File: config.mk
export PLATFORM = sky130hd
export DESIGN_NAME = pcsel_adder
export DESIGN_NICKNAME = d
export VERILOG_FILES = /design/src/rtl/pcsel_pkg.sv /design/src/rtl/pcsel_chain.sv /design/src/rtl/pcsel_delay.sv /design/src/rtl/pcsel_select.sv /design/src/rtl/pcsel_adder.sv
export SDC_FILE = /design/constraint.sdc
export NUM_CORES = 1
export LEC_CHECK = 0
export ABC_AREA = 1
export BUFFER_PORTS_ARGS = -buffer_cell sky130_fd_sc_hd__buf_4
export CORE_MARGIN = 5
export CORE_UTILIZATION = 51
export CTS_CLUSTER_SIZE = 14
export DETAILED_ROUTE_END_ITERATION = 8
export GPL_TIMING_DRIVEN = 0
export PLACE_DENSITY = 0.81
export SYNTH_ARGS = -nofsm -noshare
export SYNTH_HDL_FRONTEND = slang
export SYNTH_SLANG_ARGS = --single-unit
File: constraint.sdc
create_clock -name clk -period 1.5 [get_ports clk]
set_input_delay 0.15 -clock clk [delete_from_list [all_inputs] [get_ports clk]]
set_output_delay 0.15 -clock clk [all_outputs]
set_load 0.01 [all_outputs]
File: src/rtl/pcsel_pkg.sv
package pcsel_pkg;

    // One-bit full adder, returns {carry, sum}
    function automatic logic [1:0] full_add(input logic x, input logic y, input logic c);
        full_add = {(x & y) | (x & c) | (y & c), x ^ y ^ c};
    endfunction

endpackage

File: src/rtl/pcsel_chain.sv
// Skewed ripple chain: stage s consumes operand bit s and the registered
// carry of stage s-1; remaining operand bits shift down one place per stage.
module pcsel_chain
    import pcsel_pkg::*;
#(
    parameter int W = 2
) (
    input  logic         clk,
    input  logic         rst,
    input  logic [W-1:0] a,
    input  logic [W-1:0] b,
    input  logic         cin,
    output logic [W-1:0] sum,
    output logic         cout
);

    genvar s;
    generate
        for (s = 0; s < W; s++) begin : g_bit
            logic [W-1:0] a_prev, b_prev, sum_prev;
            logic         c_prev;
            logic [W-1:0] opa_r, opb_r, sum_r;
            logic         cy_r;
            logic [1:0]   fa_o;

            if (s == 0) begin : g_head
                assign a_prev   = a;
                assign b_prev   = b;
                assign sum_prev = '0;
                assign c_prev   = cin;
            end else begin : g_body
                assign a_prev   = g_bit[s-1].opa_r;
                assign b_prev   = g_bit[s-1].opb_r;
                assign sum_prev = g_bit[s-1].sum_r;
                assign c_prev   = g_bit[s-1].cy_r;
            end

            assign fa_o = full_add(a_prev[0], b_prev[0], c_prev);

            always_ff @(posedge clk) begin
                if (rst) begin
                    opa_r <= '0;
                    opb_r <= '0;
                    sum_r <= '0;
                    cy_r  <= 1'b0;
                end else begin
                    opa_r <= a_prev >> 1;
                    opb_r <= b_prev >> 1;
                    sum_r <= sum_prev | (W'(fa_o[0]) << s);
                    cy_r  <= fa_o[1];
                end
            end
        end
    endgenerate

    assign sum  = g_bit[W-1].sum_r;
    assign cout = g_bit[W-1].cy_r;

endmodule

File: src/rtl/pcsel_delay.sv
// Flag delay line matching the chain depth
module pcsel_delay #(
    parameter int D = 2
) (
    input  logic clk,
    input  logic rst,
    input  logic d,
    output logic q
);

    logic [D-1:0] tap_q;

    always_ff @(posedge clk) begin
        if (rst) begin
            tap_q <= '0;
        end else begin
            tap_q[0] <= d;
            for (int i = 1; i < D; i++) begin
                tap_q[i] <= tap_q[i-1];
            end
        end
    end

    assign q = tap_q[D-1];

endmodule

File: src/rtl/pcsel_select.sv
// One-level selection of the high candidate plus alignment register for the low bits
module pcsel_select #(
    parameter int H = 2
) (
    input  logic           clk,
    input  logic           rst,
    input  logic           valid_i,
    input  logic [H-1:0]   lo_sum,
    input  logic           lo_cout,
    input  logic [H-1:0]   hi0_sum,
    input  logic           hi0_cout,
    input  logic [H-1:0]   hi1_sum,
    input  logic           hi1_cout,
    output logic           valid_o,
    output logic [2*H-1:0] sum_o,
    output logic           cout_o
);

    logic [H:0] hi_pick;

    always_comb begin
        hi_pick = lo_cout ? {hi1_cout, hi1_sum} : {hi0_cout, hi0_sum};
    end

    always_ff @(posedge clk) begin
        if (rst) begin
            valid_o <= 1'b0;
            sum_o   <= '0;
            cout_o  <= 1'b0;
        end else begin
            valid_o <= valid_i;
            sum_o   <= {hi_pick[H-1:0], lo_sum};
            cout_o  <= hi_pick[H];
        end
    end

endmodule

File: src/rtl/pcsel_adder.sv
module pcsel_adder #(
    parameter int N = 4
) (
    input  logic         clk,
    input  logic         rst,
    input  logic         in_valid,
    input  logic         in_sub,
    input  logic         in_cin,
    input  logic [N-1:0] in_a,
    input  logic [N-1:0] in_b,
    output logic         out_valid,
    output logic [N-1:0] out_sum,
    output logic         out_cout
);

    localparam int H = N / 2;

    logic [N-1:0] b_eff;
    logic         cin_eff;
    logic [H-1:0] lo_sum, hi0_sum, hi1_sum;
    logic         lo_cout, hi0_cout, hi1_cout;
    logic         chain_valid;

    // Subtract: invert B and force carry into low group
    always_comb begin
        b_eff   = in_sub ? ~in_b : in_b;
        cin_eff = in_sub | in_cin;
    end

    pcsel_chain #(.W(H)) u_lo (
        .clk  (clk),
        .rst  (rst),
        .a    (in_a[H-1:0]),
        .b    (b_eff[H-1:0]),
        .cin  (cin_eff),
        .sum  (lo_sum),
        .cout (lo_cout)
    );

    pcsel_chain #(.W(H)) u_hi0 (
        .clk  (clk),
        .rst  (rst),
        .a    (in_a[N-1:H]),
        .b    (b_eff[N-1:H]),
        .cin  (1'b0),
        .sum  (hi0_sum),
        .cout (hi0_cout)
    );

    pcsel_chain #(.W(H)) u_hi1 (
        .clk  (clk),
        .rst  (rst),
        .a    (in_a[N-1:H]),
        .b    (b_eff[N-1:H]),
        .cin  (1'b1),
        .sum  (hi1_sum),
        .cout (hi1_cout)
    );

    pcsel_delay #(.D(H)) u_vld (
        .clk (clk),
        .rst (rst),
        .d   (in_valid),
        .q   (chain_valid)
    );

    pcsel_select #(.H(H)) u_sel (
        .clk      (clk),
        .rst      (rst),
        .valid_i  (chain_valid),
        .lo_sum   (lo_sum),
        .lo_cout  (lo_cout),
        .hi0_sum  (hi0_sum),
        .hi0_cout (hi0_cout),
        .hi1_sum  (hi1_sum),
        .hi1_cout (hi1_cout),
        .valid_o  (out_valid),
        .sum_o    (out_sum),
        .cout_o   (out_cout)
    );

endmodule

==> results.cfg, run 1 <==
[status]
status = finished, final reports clean

[detailed_routing]
routed_wl_um = 1340
avgRoutedWirePerCell_um = 8.72
first_pass_iters = 1
final_antenna_net_count = 0
drc = 0
first_iter_violations = 0
via_per_inst = 4.13
routed-via-count = 636

[floorplanning]
die_x_um = 53.3
rows = 15
start_util_pct = 54.8
die_area_um2 = 2840
die_h_um = 53.3
io_pins = 19
core_area_um2 = 1750

[critical_path]
cpMaxStageDelayCell = fa_1
cp_slowest_stage_delay_ns = 0.53
arrival_ns = 1.32
cp-end-kind = register
worstPathCellList = fa_1, inv_1, nor2_1
r2r_start = u_hi1.g_bit[0].opb_r[0]
cp_max_fo = 2
cp-start-kind = register
startpoint = u_hi1.g_bit[0].opb_r[0]
required_ns = 1.77
crit_buf_inv = 1
crit_type = register to register
critPathTopFamily = adder cells

[clocking]
numCtsBuffers = 3
insertion_delay_ns = 0.32
clkTransAtPathRegs_ns = 0.13
cts_tree = built
cts_buffer_depth = 2
postCtsHoldBufs = 0
cts_resized = 0
clock_sinks = 27
root_buffer = clkbuf_4
postCtsSetupBuffers = 0
cts_max_level = 1

[grt]
grt-busiest-layer = met2
grt_max_degree = 15
antenna_found_initial = 0
grt_pass1_wl_um = 2350
use_met2_pct = 19.8
gr-total-overflow = 0
track_usage_pct = 12.2
grt_pass1_vias = 601
grt_util_met3_pct = 3.66
grtUsageMet1_pct = 12.2

[timing]
layout_setup_ws_ns = 0.442
rsz0062_at_grt = no
period_minus_slack_ns = 1.06
finalSetupViolCount = 0
hold_violations = 0
finClkSkew_ns = 0.00281
slew_viol_final = 0
fmax_ghz = 0.945
period_share_pct = 70.5
slew-limit-headroom_pct = 87.4
tightest_slew_ns = 0.189
finalSetupTns_ns = 0

[synth]
syn-cell-area_um2 = 956
syn_nets = 126
yosysMostFrequentCell = nor2_1
synthTopCellsByArea = dfxtp_1 57%, nor2_1 13%, inv_1 9.8%, fa_1 8.4%, nand2_1 3.9%
synthCells = 107
synth-seq-cells = 27
synth_edf_count = 0
synth_ff_type = dfxtp_1
yosys.area.top_type = dfxtp_1
synth_commonest_cells = 32 x nor2_1, 27 x dfxtp_1, 25 x inv_1
yosysUniqueCellTypes = 11
syn_avg_cell_area_um2 = 8.93
yosysWarningCount = 0
ys_seq_area_share_pct = 56.5
async_flop_share_pct = 0
yosysTopAreaCellShare_pct = 56.5

[final_layout]
fillerInstances = 158
layout-drive-gt1-share_pct = 17.8
syn2layout_area_growth_pct = 20.4
nets = 149
n_antenna_cell = 0

[power]
p_leak_uw = 0.000581
ir_drop_v = 0.000569
power.density_nw_per_um2 = 1080

[place]
gp_congestion = 0.705
port-buffer-count = 17
dp_hpwl_um = 1070
dp_slack_ns = 0.345

[worst_hold_path]
min_from = in_a[3]
hold_path_class = primary input to register

[run]
cap_viol_max_count = 0
-- kinds of logic (layout without fill, tap and decap cells) --
| family | Yosys count | count (layout) | synth area share, % |
|---|---|---|---|
| buffers and inverters | 28 | 50 | 12.6 |
| AND/OR/NAND/NOR | 43 | 43 | 17.1 |
| flip-flops | 27 | 27 | 56.5 |
| adder cells (fa/ha/maj) | 6 | 6 | 11.0 |
| XOR/XNOR | 3 | 3 | 2.75 |
-- routing by layer --
metal	vias to the layer above	part of all wire [%]
met2	21	48
met5	-	0
li1	338	-
met1	272	41
met4	0	4.1
met3	5	6.3
-- cell type report --
class / count / area [um^2] / share of cell area (%)
buffer: 3 / 26.3 / 2.28
clock buffer: 4 / 26.3 / 2.28
inverter: 25 / 93.8 / 8.15
multi-input combinational: 52 / 295 / 25.7
sequential: 27 / 541 / 47.0
tap: 25 / 31.3 / 2.72
timing repair buffer: 18 / 138 / 12.0
-- cell usage in the layout, fill, tap and decap left out, types with 2 or more instances in the layout --
cell type / n
nor2_1: 32
fa_1: 4
inv_1: 25
clkbuf_4: 3
ha_1: 2
nand2_1: 10
buf_4: 19
xor2_1: 2
dfxtp_1: 27
-- where the power goes --
group          internal (uW)  total, uW  switching, uW
Sequential               770        790           19.5
Combinational           78.3        153           75.0
Clock                    104        296            192
-- worst reg2reg max path: stages (launching register included) --
cell     delay [ns]
dfxtp_1        0.36
fa_1           0.53
inv_1          0.04
nor2_1         0.07
-- registers in the layout (all words and copies together) (netlist names), 2 cells and up --
signal	cells
u_sel.sum_o	4
u_hi0.sum	2
u_hi1.sum	2
u_lo.sum	2
u_vld.tap_q	2
-- worst paths after layout --
| check | end | slack [ns] | cells after the start |
|---|---|---|---|
| setup / recovery | u_hi1.sum[1] | 0.44 | 3 |
| setup reg to reg | u_hi1.sum[1] | 0.44 | 3 |
| hold reg to reg | u_lo.sum[0] | 0.41 | 2 |
| hold / removal | u_hi1.g_bit[0].opa_r[0] | 0.02 | 3 |
-- metrics by stage --
step           total power (uW)  hold WS (ns)  utilization [%]  cell area, um^2  instances
4_1_cts                    1250        0.0102             65.4             1140        153
6_report                   1240        0.0204             65.9             1150        154
3_5_place_dp                962         0.358             63.9             1110        149
5_1_grt                    1320        0.0112             65.9             1150        154
2_1_floorplan               899         0.221                -              956        107
3_3_place_gp                950         0.349             63.9             1110        149
(Power assumes the default switching activity.)
==> inputs of run 2 (changes only) <==
ABC_AREA = 0   (was 1)
clock period = 1.1 ns   (was 1.5 ns; I/O delays follow)
==> run 2 against run 1 <==
Effect of this change: clock power is 35% higher; critical endpoint unchanged; utilization is 0.28 points higher; synthesized cell count is 32% lower; non-clock buffer count is 1 higher; flip-flop and latch count stayed put.
==> results.cfg, run 2 <==
[final_layout]
syn2layout_area_growth_pct = 22.8
n_antenna_cell = 0
layout_common_cells = 26 x dfxtp_1, 17 x buf_4, 12 x nor2b_1
instances_no_fill = 121
fillerInstances = 146
layout-drive-gt1-share_pct = 34.4
regMostFlops = u_sel.sum_o
final_common_cell = dfxtp_1
largest_reg_flops = 4
final_util_pct = 66.2
nets = 116
final_area_um2 = 1140

[floorplanning]
io_pins = 19
rows = 15
die_h_um = 52.7
core_area_um2 = 1730
start_util_pct = 53.9
die_x_um = 52.7
die_area_um2 = 2780

[synth]
synth_edf_count = 0
yosys.area.top_type = dfxtp_1
async_flop_share_pct = 0
yosysTopAreaCellShare_pct = 58.1
syn_avg_cell_area_um2 = 12.8
synth-xor-area-share_pct = 4.57
yosysUniqueCellTypes = 14
synth-seq-cells = 27
synth_ff_type = dfxtp_1
synth_top_family_by_area = simple AND/OR/NAND/NOR gates
synth-simple-area-share_pct = 18.8
syn-cell-area_um2 = 931
yosysWarningCount = 0
yosysMostFrequentCell = dfxtp_1
syn_nets = 92
synth-compound-area-share_pct = 0
synthTopCellsByArea = dfxtp_1 58%, nor2b_1 8.7%, fa_1 8.6%, and2b_2 6.6%, mux2i_1 3.2%
muxShareOfSynthArea_pct = 3.23
synthAdderAreaFrac_pct = 11.3
synthCells = 73
synth_commonest_cells = 27 x dfxtp_1, 13 x nor2b_1, 7 x and2b_2, 7 x nor2_1, 4 x fa_1
ys_seq_area_share_pct = 58.1

[critical_path]
r2r_setup_slack_ns = 0.05
cp-end-kind = register
cp_max_fo = 2
crit_type = register to register
required_ns = 1.32
arrival_ns = 1.27
cp-start-kind = register

[timing]
period_minus_slack_ns = 1.05
slew-limit-headroom_pct = 86.9
finalSetupViolCount = 0
period_share_pct = 95.9
tightest_slew_ns = 0.196
fmax_ghz = 0.948
finalSetupTns_ns = 0
hold_violations = 0
slew_viol_final = 0
finClkSkew_ns = 0.00170
rsz0062_at_grt = no

[detailed_routing]
first_pass_iters = 4
via_per_inst = 4.22
drc = 0
final_antenna_net_count = 0
avgRoutedWirePerCell_um = 9.73
routed_wl_um = 1180
first_iter_violations = 6
routed-via-count = 511

[grt]
grt_pass1_vias = 505
antenna_found_initial = 0
gr-total-overflow = 0
track_usage_pct = 10.6
grt_pass1_wl_um = 2040
grt_max_degree = 15

[clocking]
numCtsBuffers = 3
clkTransAtPathRegs_ns = 0.13
cts_buffer_depth = 2
clock_sinks = 27
cts_max_level = 1
cts_tree = built
root_buffer = clkbuf_4
insertion_delay_ns = 0.31

[place]
postPlaceCellArea_um2 = 1090
port-buffer-count = 17
dp_cells = 115
gp_congestion = 0.680

[status]
status = finished, final reports clean

[power]
p_leak_uw = 0.000514
ir_drop_v = 0.000924
power.density_nw_per_um2 = 1460
p_total_uw = 1660

[worst_hold_path]
hold_path_class = primary input to register

[run]
cap_viol_max_count = 0
[run 2: changes by cell type after synthesis, sizes merged]
cell and change:
inv -23, xnor2 +1, and2b +7, nand2 -10, mux2i +3, nor2 -25
nor2b +13
[run 2: what timing repair did]
item | 4_1_cts | 5_1_grt
hold buffers | 1 | 1
setup buffers | 0 | 0
setup endpoints to repair | 0 | 1
gates resized for setup | 0 | 2
endpoints found under the hold margin | 1 | 1
[run 2: report_power, final]
| part | internal (uW) | switching, uW | leakage [uW] |
|---|---|---|---|
| clock network | 141 | 257 | 0.0000150 |
| logic | 120 | 70.7 | 0.000276 |
| registers | 1050 | 25.0 | 0.000223 |
| total | 1310 | 353 | 0.000514 |
[run 2: final cells by class]
type | count | area (um^2) | area share (%)
clock buffers | 4 | 26.3 | 2.30
repair buffers | 19 | 148 | 12.9
well taps | 25 | 31.3 | 2.74
inverters | 2 | 7.51 | 0.656
flip-flops and latches | 27 | 542 | 47.4
multi-input cells | 41 | 355 | 31.1
plain buffers | 3 | 33.8 | 2.95
[run 2: stage by stage]
stage | hold slack [ns] | setup WS (ns)
after floorplan | 0.238 | 0.0185
after global placement | 0.321 | -0.00602
after detailed placement | 0.331 | -0.0128
after CTS | 0.00778 | 0.0380
after global routing | 0.00536 | 0.0139
final | 0.0291 | 0.0455
[run 2: metal layers]
layer	up-vias	part of all wire [%]	GRT usage [%]	wire [um]
met5	-	0	0	0
met4	0	2.3	7.66	27
met3	2	7.6	2.56	89
met2	16	55	19.6	653
met1	229	35	9.73	407
li1	264	-	-	-
[run 2: logic make-up (layout without fill, tap and decap cells)]
| family | after synthesis | after routing |
|---|---|---|
| fa+ha+maj | 6 | 6 |
| xor+xnor | 4 | 4 |
| simple gates | 28 | 28 |
| flops | 27 | 27 |
| mux | 3 | 3 |
| buf+inv | 5 | 28 |
[run 2: critical path, stage by stage, from the launching register on]
cell     delay, ns
dfxtp_2       0.36
fa_1          0.45
nor2b_2       0.16
[run 2: final timing paths]
path                       endpoint                     from  depth (start not counted)
max reg2reg            u_hi1.sum[1]  u_hi1.g_bit[0].opb_r[0]                          2
max                    u_hi1.sum[1]  u_hi1.g_bit[0].opb_r[0]                          2
min reg2reg           u_sel.valid_o           u_vld.tap_q[1]                          1
min          u_lo.g_bit[0].opb_r[0]                  in_b[1]                          3
